**src/rtl/addr_gen_pkg.sv**
```systemverilog
`timescale 1ns/1ps
// Package: shared operand-size encoding and the size-to-byte-count mapping
// for the operand address generator.
package addr_gen_pkg;

    // Operand size code as presented by the decode stage.
    typedef enum logic [1:0] {
        SZ_BYTE = 2'd0,
        SZ_WORD = 2'd1,
        SZ_ADDR = 2'd2,
        SZ_LONG = 2'd3
    } opsize_e;

    // Number of bytes an operand of the given size occupies in memory.
    function automatic logic [2:0] size_bytes(input opsize_e sz);
        case (sz)
            SZ_BYTE: size_bytes = 3'd1;
            SZ_WORD: size_bytes = 3'd2;
            default: size_bytes = 3'd4;
        endcase
    endfunction

endpackage

```
**src/rtl/addr_offset_ext.sv**
```systemverilog
`timescale 1ns/1ps
// addr_offset_ext
// Widens the signed operand offset to the full address width. Legacy format
// takes only the low LW bits and sign-extends from bit LW-1. Extended format
// takes all AW bits, which are already signed at bit AW-1.
// Assumes AW > LW.
module addr_offset_ext #(
    parameter int AW = 20,
    parameter int LW = 16
) (
    input  logic [AW-1:0] offset,
    input  logic          ext_fmt,
    output logic [AW-1:0] off_sext
);
    localparam int HW = AW - LW;

    logic [AW-1:0] legacy_ext;

    // Sign-extend the low legacy field.
    always_comb begin
        legacy_ext = {{HW{offset[LW-1]}}, offset[LW-1:0]};
    end

    // Pick the extension that matches the instruction format.
    always_comb begin
        off_sext = ext_fmt ? offset : legacy_ext;
    end
endmodule

```
**src/rtl/addr_index_sum.sv**
```systemverilog
`timescale 1ns/1ps
// addr_index_sum
// Adds the sign-extended offset to the base register and applies the
// legacy-compatibility wrap. A legacy-format operand whose base lies below
// 2^LW keeps only LW bits of the sum. When no base is selected, the raw
// offset is the absolute address.
// Assumes AW > LW. The sum is modulo 2^AW.
module addr_index_sum #(
    parameter int AW = 20,
    parameter int LW = 16
) (
    input  logic          base_en,
    input  logic [AW-1:0] base_val,
    input  logic [AW-1:0] off_raw,
    input  logic [AW-1:0] off_sext,
    input  logic          ext_fmt,
    output logic [AW-1:0] addr
);
    localparam int HW = AW - LW;

    logic [AW-1:0] full_sum;
    logic          base_low;
    logic          wrap16;

    // Full-width index sum, carry out of AW discarded.
    always_comb begin
        full_sum = base_val + off_sext;
    end

    // Legacy wrap applies to legacy format with a base in the low window.
    always_comb begin
        base_low = (base_val[AW-1:LW] == '0);
        wrap16   = !ext_fmt && base_low;
    end

    // Select absolute, wrapped or full address.
    always_comb begin
        if (!base_en)
            addr = off_raw;
        else if (wrap16)
            addr = {{HW{1'b0}}, full_sum[LW-1:0]};
        else
            addr = full_sum;
    end
endmodule

```
**src/rtl/addr_postinc_calc.sv**
```systemverilog
`timescale 1ns/1ps
// addr_postinc_calc
// Computes the post-increment write-back value for the base register:
// old value plus the operand byte count, modulo 2^AW. When the base is the
// stack pointer, an odd result is bumped to the next even value.
// Assumes AW > 3.
module addr_postinc_calc
    import addr_gen_pkg::*;
#(
    parameter int AW = 20
) (
    input  logic [AW-1:0] base_val,
    input  opsize_e       size,
    input  logic          is_sp,
    output logic [AW-1:0] next_val
);
    localparam int IW = 3;

    logic [AW-1:0] step;
    logic [AW-1:0] raw_next;

    // Byte count widened to the address width.
    always_comb begin
        step = {{(AW-IW){1'b0}}, size_bytes(size)};
    end

    // Plain increment.
    always_comb begin
        raw_next = base_val + step;
    end

    // Keep the stack pointer word aligned.
    always_comb begin
        if (is_sp && raw_next[0])
            next_val = raw_next + {{(AW-1){1'b0}}, 1'b1};
        else
            next_val = raw_next;
    end
endmodule

```
**src/rtl/addr_out_stage.sv**
```systemverilog
`timescale 1ns/1ps
// addr_out_stage
// Optional output register. With REG_OUT=1, every result is flopped and
// cleared by the synchronous active-low reset. With REG_OUT=0, results pass
// straight through and clk/rst_n are not used.
module addr_out_stage #(
    parameter int AW      = 20,
    parameter bit REG_OUT = 1'b1
) (
    input  logic          clk,
    input  logic          rst_n,
    input  logic          vld_d,
    input  logic [AW-1:0] addr_d,
    input  logic          wb_en_d,
    input  logic [AW-1:0] wb_data_d,
    output logic          vld_q,
    output logic [AW-1:0] addr_q,
    output logic          wb_en_q,
    output logic [AW-1:0] wb_data_q
);
    generate
        if (REG_OUT) begin : g_reg
            // Capture the results or clear them on reset.
            always_ff @(posedge clk) begin
                if (!rst_n) begin
                    vld_q     <= 1'b0;
                    addr_q    <= '0;
                    wb_en_q   <= 1'b0;
                    wb_data_q <= '0;
                end else begin
                    vld_q     <= vld_d;
                    addr_q    <= addr_d;
                    wb_en_q   <= wb_en_d;
                    wb_data_q <= wb_data_d;
                end
            end
        end else begin : g_comb
            // Pass the results through without delay.
            always_comb begin
                vld_q     = vld_d;
                addr_q    = addr_d;
                wb_en_q   = wb_en_d;
                wb_data_q = wb_data_d;
            end
        end
    endgenerate
endmodule

```
**src/rtl/opnd_addr_gen.sv**
```systemverilog
`timescale 1ns/1ps
// opnd_addr_gen
// Effective-address and post-increment unit for memory operands. The path
// is offset extension, then index sum with legacy wrap, in parallel with the
// write-back increment, then an optional output register. When no operand
// is valid, the address output is zero. The write-back value is zero
// whenever the write enable is low.
// Assumes the register file applies the write-back in the cycle wb_en is high.
module opnd_addr_gen
    import addr_gen_pkg::*;
#(
    parameter int AW      = 20,
    parameter int LW      = 16,
    parameter bit REG_OUT = 1'b1
) (
    input  logic          clk,
    input  logic          rst_n,
    input  logic          op_vld,
    input  logic          base_en,
    input  logic [AW-1:0] base_val,
    input  logic          base_is_sp,
    input  logic [AW-1:0] offset,
    input  logic [1:0]    size_code,
    input  logic          ext_fmt,
    input  logic          post_inc,
    output logic          addr_vld,
    output logic [AW-1:0] eff_addr,
    output logic          wb_en,
    output logic [AW-1:0] wb_data
);
    logic [AW-1:0] off_sext;
    logic [AW-1:0] sum_addr;
    logic [AW-1:0] inc_val;
    logic          wb_req;
    logic [AW-1:0] addr_d;
    logic [AW-1:0] wb_d;
    opsize_e       size;

    // Map the raw size code onto the enumerated type.
    always_comb begin
        size = opsize_e'(size_code);
    end

    addr_offset_ext #(.AW(AW), .LW(LW)) u_ext (
        .offset   (offset),
        .ext_fmt  (ext_fmt),
        .off_sext (off_sext)
    );

    addr_index_sum #(.AW(AW), .LW(LW)) u_sum (
        .base_en  (base_en),
        .base_val (base_val),
        .off_raw  (offset),
        .off_sext (off_sext),
        .ext_fmt  (ext_fmt),
        .addr     (sum_addr)
    );

    addr_postinc_calc #(.AW(AW)) u_inc (
        .base_val (base_val),
        .size     (size),
        .is_sp    (base_is_sp),
        .next_val (inc_val)
    );

    // Qualify the results with operand validity and write-back mode.
    always_comb begin
        wb_req = op_vld && post_inc && base_en;
        addr_d = op_vld ? sum_addr : '0;
        wb_d   = wb_req ? inc_val : '0;
    end

    addr_out_stage #(.AW(AW), .REG_OUT(REG_OUT)) u_out (
        .clk       (clk),
        .rst_n     (rst_n),
        .vld_d     (op_vld),
        .addr_d    (addr_d),
        .wb_en_d   (wb_req),
        .wb_data_d (wb_d),
        .vld_q     (addr_vld),
        .addr_q    (eff_addr),
        .wb_en_q   (wb_en),
        .wb_data_q (wb_data)
    );
endmodule

```
**config.mk**
```make
export PLATFORM = sky130hd
export DESIGN_NAME = opnd_addr_gen
export DESIGN_NICKNAME = d
export VERILOG_FILES = /design/src/rtl/addr_gen_pkg.sv /design/src/rtl/addr_offset_ext.sv /design/src/rtl/addr_index_sum.sv /design/src/rtl/addr_postinc_calc.sv /design/src/rtl/addr_out_stage.sv /design/src/rtl/opnd_addr_gen.sv
export SDC_FILE = /design/constraint.sdc
export NUM_CORES = 1
export LEC_CHECK = 0
export BUFFER_PORTS_ARGS = -buffer_cell sky130_fd_sc_hd__clkbuf_2
export CORE_MARGIN = 2
export CORE_UTILIZATION = 53
export DETAILED_ROUTE_END_ITERATION = 16
export HOLD_SLACK_MARGIN = 0.06
export PLACE_DENSITY = 0.89
export SYNTH_ARGS = -nofsm -noshare
export SYNTH_HDL_FRONTEND = slang
export SYNTH_SLANG_ARGS = --single-unit
```
**constraint.sdc**
```tcl
create_clock -name clk -period 3.2 [get_ports clk]
set_clock_uncertainty 0.15 [all_clocks]
set_input_delay 0 -clock clk [delete_from_list [all_inputs] [get_ports clk]]
set_output_delay 0 -clock clk [all_outputs]
set_load 0.005 [all_outputs]
```
After elaboration in Yosys (flattened, before gate mapping)
Index checks and enable logic that the tools add are counted.
{ "word_totals": {"in_bits": 49, "regBits": 42, "word_cells": 22} }
{ "op_classes": {"n_eq_ne": 1, "reduce_logical": 9, "addsub": 3, "mux": 5} }
{ "ops": {"columns": ["cell", "n"], "rows": [
  ["20-bit two-way mux", 4],
  ["20-bit by 1-bit adder with 20-bit output, second input constant", 1],
  ["20-bit adder", 1],
  ["20-bit by 3-bit adder with 20-bit output", 1],
  ["3-bit one-hot mux with 2 select lines", 1],
  ["1-bit logical AND", 4],
  ["4-bit zero test", 1],
  ["2-bit AND reduction", 2],
  ["2-bit by 1-bit == test with 1-bit output, second input constant", 1],
  ["2-bit zero test", 1],
  ["1-bit zero test", 1]
]} }

Logic depth before layout (Yosys ltp)
{ "depth": {"word_depth": 5, "depth_mapped": 10} }

Hierarchy
From an unflattened synthesis, not the netlist that was laid out.
{ "hier_totals": {"cells_unflattened": 469, "hier_area_um2": 4023.9} }
{ "by_module_without_submodules": {"columns": ["module", "area_each_um2", "cells_each", "n_inst"], "rows": [
  ["addr_index_sum", 1285.0, 180, 1],
  ["addr_out_stage", 1176.1, 88, 1],
  ["addr_postinc_calc", 1051.0, 132, 1],
  ["opnd_addr_gen", 346.6, 49, 1],
  ["addr_offset_ext", 165.2, 20, 1]
]} }

Worst setup path after synthesis
Ideal clock, no wire load.
{ "synth_timing": {"path_type": "input to register", "startpoint": "input size_code[0]", "endpoint": "register u_out.wb_data_q[16]", "cell_stages": 9, "n_path_buf": 0, "path_slack_ps": 795, "setup_ps": 130, "arrival_ps": 2125, "path_cell_list": "nor2_1 > ha_1 > fa_1 > a21o_1 > a2111oi_2 > o31ai_1 > a211oi_2 > nand4_1 > nor3b_1"} }
{ "synth_between": {"elab_chain_cells": 5} }
{ "synth_rtl": {"columns": ["item", "line_no", "text"], "rows": [
  ["start: declaration", "opnd_addr_gen.sv:23", "input logic [1:0] size_code,"],
  ["2-bit by 1-bit == test with 1-bit output / 2-bit zero test (equally long branches)", "addr_gen_pkg.sv:16", "case (sz)"],
  ["3-bit one-hot mux with 2 select lines (*)", "addr_gen_pkg.sv:16", null],
  ["20-bit by 3-bit adder with 20-bit output (*)", "addr_postinc_calc.sv:29", "raw_next = base_val + step;"],
  ["20-bit by 1-bit adder with 20-bit output / 1-bit logical AND (equally long branches)", "addr_postinc_calc.sv:35, addr_postinc_calc.sv:34", null],
  ["20-bit two-way mux (*)", "addr_postinc_calc.sv:34", "if (is_sp && raw_next[0])"],
  ["end signal: assignment", "addr_out_stage.sv:34", "wb_data_q <= wb_data_d;"],
  ["end: declaration", "addr_out_stage.sv:19", "output logic [AW-1:0] wb_data_q"]
]} }
Mark *: on every way between the ends. The rest lies on a longest branch, timed or not.
A chain may end at the register's enable or synchronous reset.

Worst setup path in the final report
{ "layout_timing": {"startpoint": "input base_val[10]", "endpoint": "register u_out.addr_q[19]"} }
{ "layout_between": {"elab_chain_cells": 3} }
{ "layout_rtl": {"columns": ["item", "line_no", "text"], "rows": [
  ["start: declaration", "opnd_addr_gen.sv:20", "input logic [AW-1:0] base_val,"],
  ["20-bit adder", "addr_index_sum.sv:27", "full_sum = base_val + off_sext;"],
  ["20-bit two-way mux", "addr_index_sum.sv:40", "else if (wrap16)"],
  ["20-bit two-way mux", "addr_index_sum.sv:38", "if (!base_en)"],
  ["end signal: assignment", "addr_out_stage.sv:32", "addr_q <= addr_d;"],
  ["end: declaration", "addr_out_stage.sv:17", "output logic [AW-1:0] addr_q,"]
]} }
No other way between the ends.

==> flow_metrics.env <==
export IMPL_max_cap_violations=0
export IMPL_hold_viol=0
export IMPL_synth_area_per_cell_um2=7.92
export IMPL_cellLeakagePower_nw=1.92
export IMPL_outcome="finished, final reports clean"
export IMPL_ys_warn_count=0
export IMPL_port_buffers=90
export IMPL_worst_endpoint_required_ns=3.24
export IMPL_avgViaCountPerCell=6.09
export IMPL_antennaDiodeCount=0
export IMPL_period_share_pct=91.3
export IMPL_cts_clk_slew_worst_paths_ns=0.08
export IMPL_relSlewSlack_pct=41.0
export IMPL_crit_path_end_kind="flip-flop"
export IMPL_drt_iter0_drc=366
export IMPL_p_comb_share_pct=33.9
export IMPL_yosys_top_cells_count="46 x nand2_1, 42 x dfxtp_1, 40 x nor2_1"
export IMPL_antenna_found_initial=0
export IMPL_die_y_um=83.3
export IMPL_cts_htree_levels=2
export IMPL_design_die_area_mm2=0.00694
export IMPL_setup_tns_ns=0
export IMPL_holdBufCountCts=37
export IMPL_synthFlopType="dfxtp_1"
export IMPL_total_power_mw=1.35
export IMPL_grt_overflow=0
export IMPL_dr_pass1_iters=5
export IMPL_cts_buffer_depth=2
export IMPL_dp_hpwl_um=6960
export IMPL_synth_seq_area_share_pct=25.2
export IMPL_syn_to_final_growth_pct=28.4
export IMPL_synth_most_common_cell="nand2_1"
export IMPL_p_int_mw=0.913
export IMPL_clock_power_share_pct=25.3
export IMPL_yosysTopAreaCell="dfxtp_1"
export IMPL_wl_per_cell_um=15.6
export IMPL_power_switching_mw=0.437
export IMPL_fill_cells=459
export IMPL_nets=620
export IMPL_grt_pass1_wl_um=15900
export IMPL_cts_setup_buffers=0
export IMPL_synth_seq_cells=42
export IMPL_fin_crit_ns=2.92
export IMPL_initial_utilization_pct=55.7
export IMPL_drt_wl_total_um=9660
export IMPL_cts_tree="built"
export IMPL_synth_distinct_cells=69
export IMPL_final_antenna_net_count=0
export IMPL_cts_buffers_inserted=5
export IMPL_hold_class="primary input to flip-flop"
export IMPL_fp_row_count=28
export IMPL_synth_top_area_share_pct=25.2
export IMPL_max_freq_mhz=342
export IMPL_tightest_slew_ns=0.877
export IMPL_num_vias=3774
export IMPL_cp_data_arrival_time_ns=2.96
export IMPL_cts_sinks=42
export IMPL_io_pins=91
export IMPL_criticalPathCategory="primary input to flip-flop"
export IMPL_grt_pass1_vias=3472
export IMPL_grt_max_degree=17
export IMPL_syn_instance_count=421
export IMPL_critPathMaxFanout=6
export IMPL_gp_congestion=0.930
export IMPL_synth_fp_nets=495
export IMPL_post_route_drc_count=0
export IMPL_post_cts_resized=0
export IMPL_async_reset_ff_share_pct=0
export IMPL_rsz0062_at_grt="false"
export IMPL_netlist_area_mm2=0.00334
export IMPL_p_seq_share_pct=40.8
export IMPL_die_w_um=83.3
export IMPL_cts_root_buf="clkbuf_8"
export IMPL_synth_edff_count=0
export IMPL_irDropWorstVdd_mv=0.168
export IMPL_slew_viol_final=0
export IMPL_start_kind="primary input"
export IMPL_sw_frac_of_total_pct=32.4
export IMPL_synth_top_cells_by_area="dfxtp_1 25%, ha_1 8.6%, nand2_1 5.2%, nor2_1 4.5%, xnor2_1 3.9%"
export IMPL_core_area_mm2=0.00599
export IMPL_grt_usage_pct=27.3
export IMPL_setup_viol=0
export IMPL_powerDensity_mw_per_mm2=315
export IMPL_drive_gt1_share_pct=20.7
-- layout make-up --
cell class | count | area (um2) | area share, %
clock buffer | 6 | 82.6 | 1.93
multi-input combinational | 355 | 2380 | 55.6
timing repair buffer | 129 | 836 | 19.5
sequential | 42 | 841 | 19.6
tap | 75 | 93.8 | 2.19
inverter | 13 | 48.8 | 1.14
-- logic make-up after synthesis --
| logic type | synth area share, % |
|---|---|
| fa+ha+maj | 10.1 |
| xor+xnor | 6.30 |
| compound gates | 24.2 |
| simple gates | 27.8 |
| mux | 3.00 |
| buf+inv | 3.41 |
| flops | 25.2 |
-- registers in the layout, indices dropped and copies added (netlist names) --
signal and cells:
u_out.vld_q 1, u_out.wb_data_q 20, u_out.wb_en_q 1, u_out.addr_q 20
-- path summary, 6_finish.rpt --
| kind | startpoint | end | slack (ns) | depth (start not counted) |
|---|---|---|---|---|
| worst max-delay path | base_val[10] | u_out.addr_q[19]$_SDFF_PN0_ | 0.28 | 10 |
| worst min-delay path | base_val[9] | u_out.wb_data_q[9]$_SDFF_PN0_ | 0.07 | 4 |
-- power groups by stage --
| stage | Clock [mW] | Combinational [mW] | Sequential, mW |
|---|---|---|---|
| 2_1_floorplan | 0 | 0.273 | 0.566 |
| 3_3_place_gp | 0 | 0.390 | 0.562 |
| 3_5_place_dp | 0 | 0.403 | 0.563 |
| 4_1_cts | 0.353 | 0.442 | 0.551 |
| 5_1_grt | 0.365 | 0.504 | 0.553 |
| 6_report | 0.341 | 0.458 | 0.551 |
-- critical path, cell delays in order --
cell           delay, ns
dlygate4sd3_1       0.53
clkbuf_2            0.17
ha_1                0.40
and3_1              0.23
nand4_1             0.11
a21oi_1             0.30
o211ai_1            0.19
a31o_2              0.26
a32o_1              0.23
dlygate4sd3_1       0.55
-- per-stage QoR --
stage	instance area (um2)	setup WS, ns	instances	utilization (%)	hold slack (ns)
floorplan	3340	0.795	421	-	-0.0742
global placement	3830	0.517	577	63.9	0.0835
detailed placement	3830	0.413	577	63.9	0.0822
CTS	4280	0.328	620	71.5	0.0605
global route	4280	0.0950	620	71.5	0.107
finish	4280	0.280	620	71.5	0.0695
-- layer usage --
metal	vias to the layer above	wire [um]	track usage, %
li1	1821	-	-
met2	178	4710	47.4
met1	1750	4050	33.9
met3	25	650	3.88
met5	-	0	0
met4	0	253	11.2
-- layout by cell type, fill, tap and decap left out, drive strengths merged, types with 8 or more instances in the layout --
master       netlist  final
nor3              14     14
ha                23     23
a21o              10     10
nand3             17     17
a21oi             24     24
nor2              40     40
nand2             47     47
and3               8      8
dfxtp             42     42
a211oi            10     10
o21ai             21     21
nand4             12     12
mux2i             10     10
xor2               9      9
dlygate4sd3        0     37
xnor2             15     15
inv               12     12
clkbuf             6     96
No activity file was read; power rests on OpenSTA's default activity.
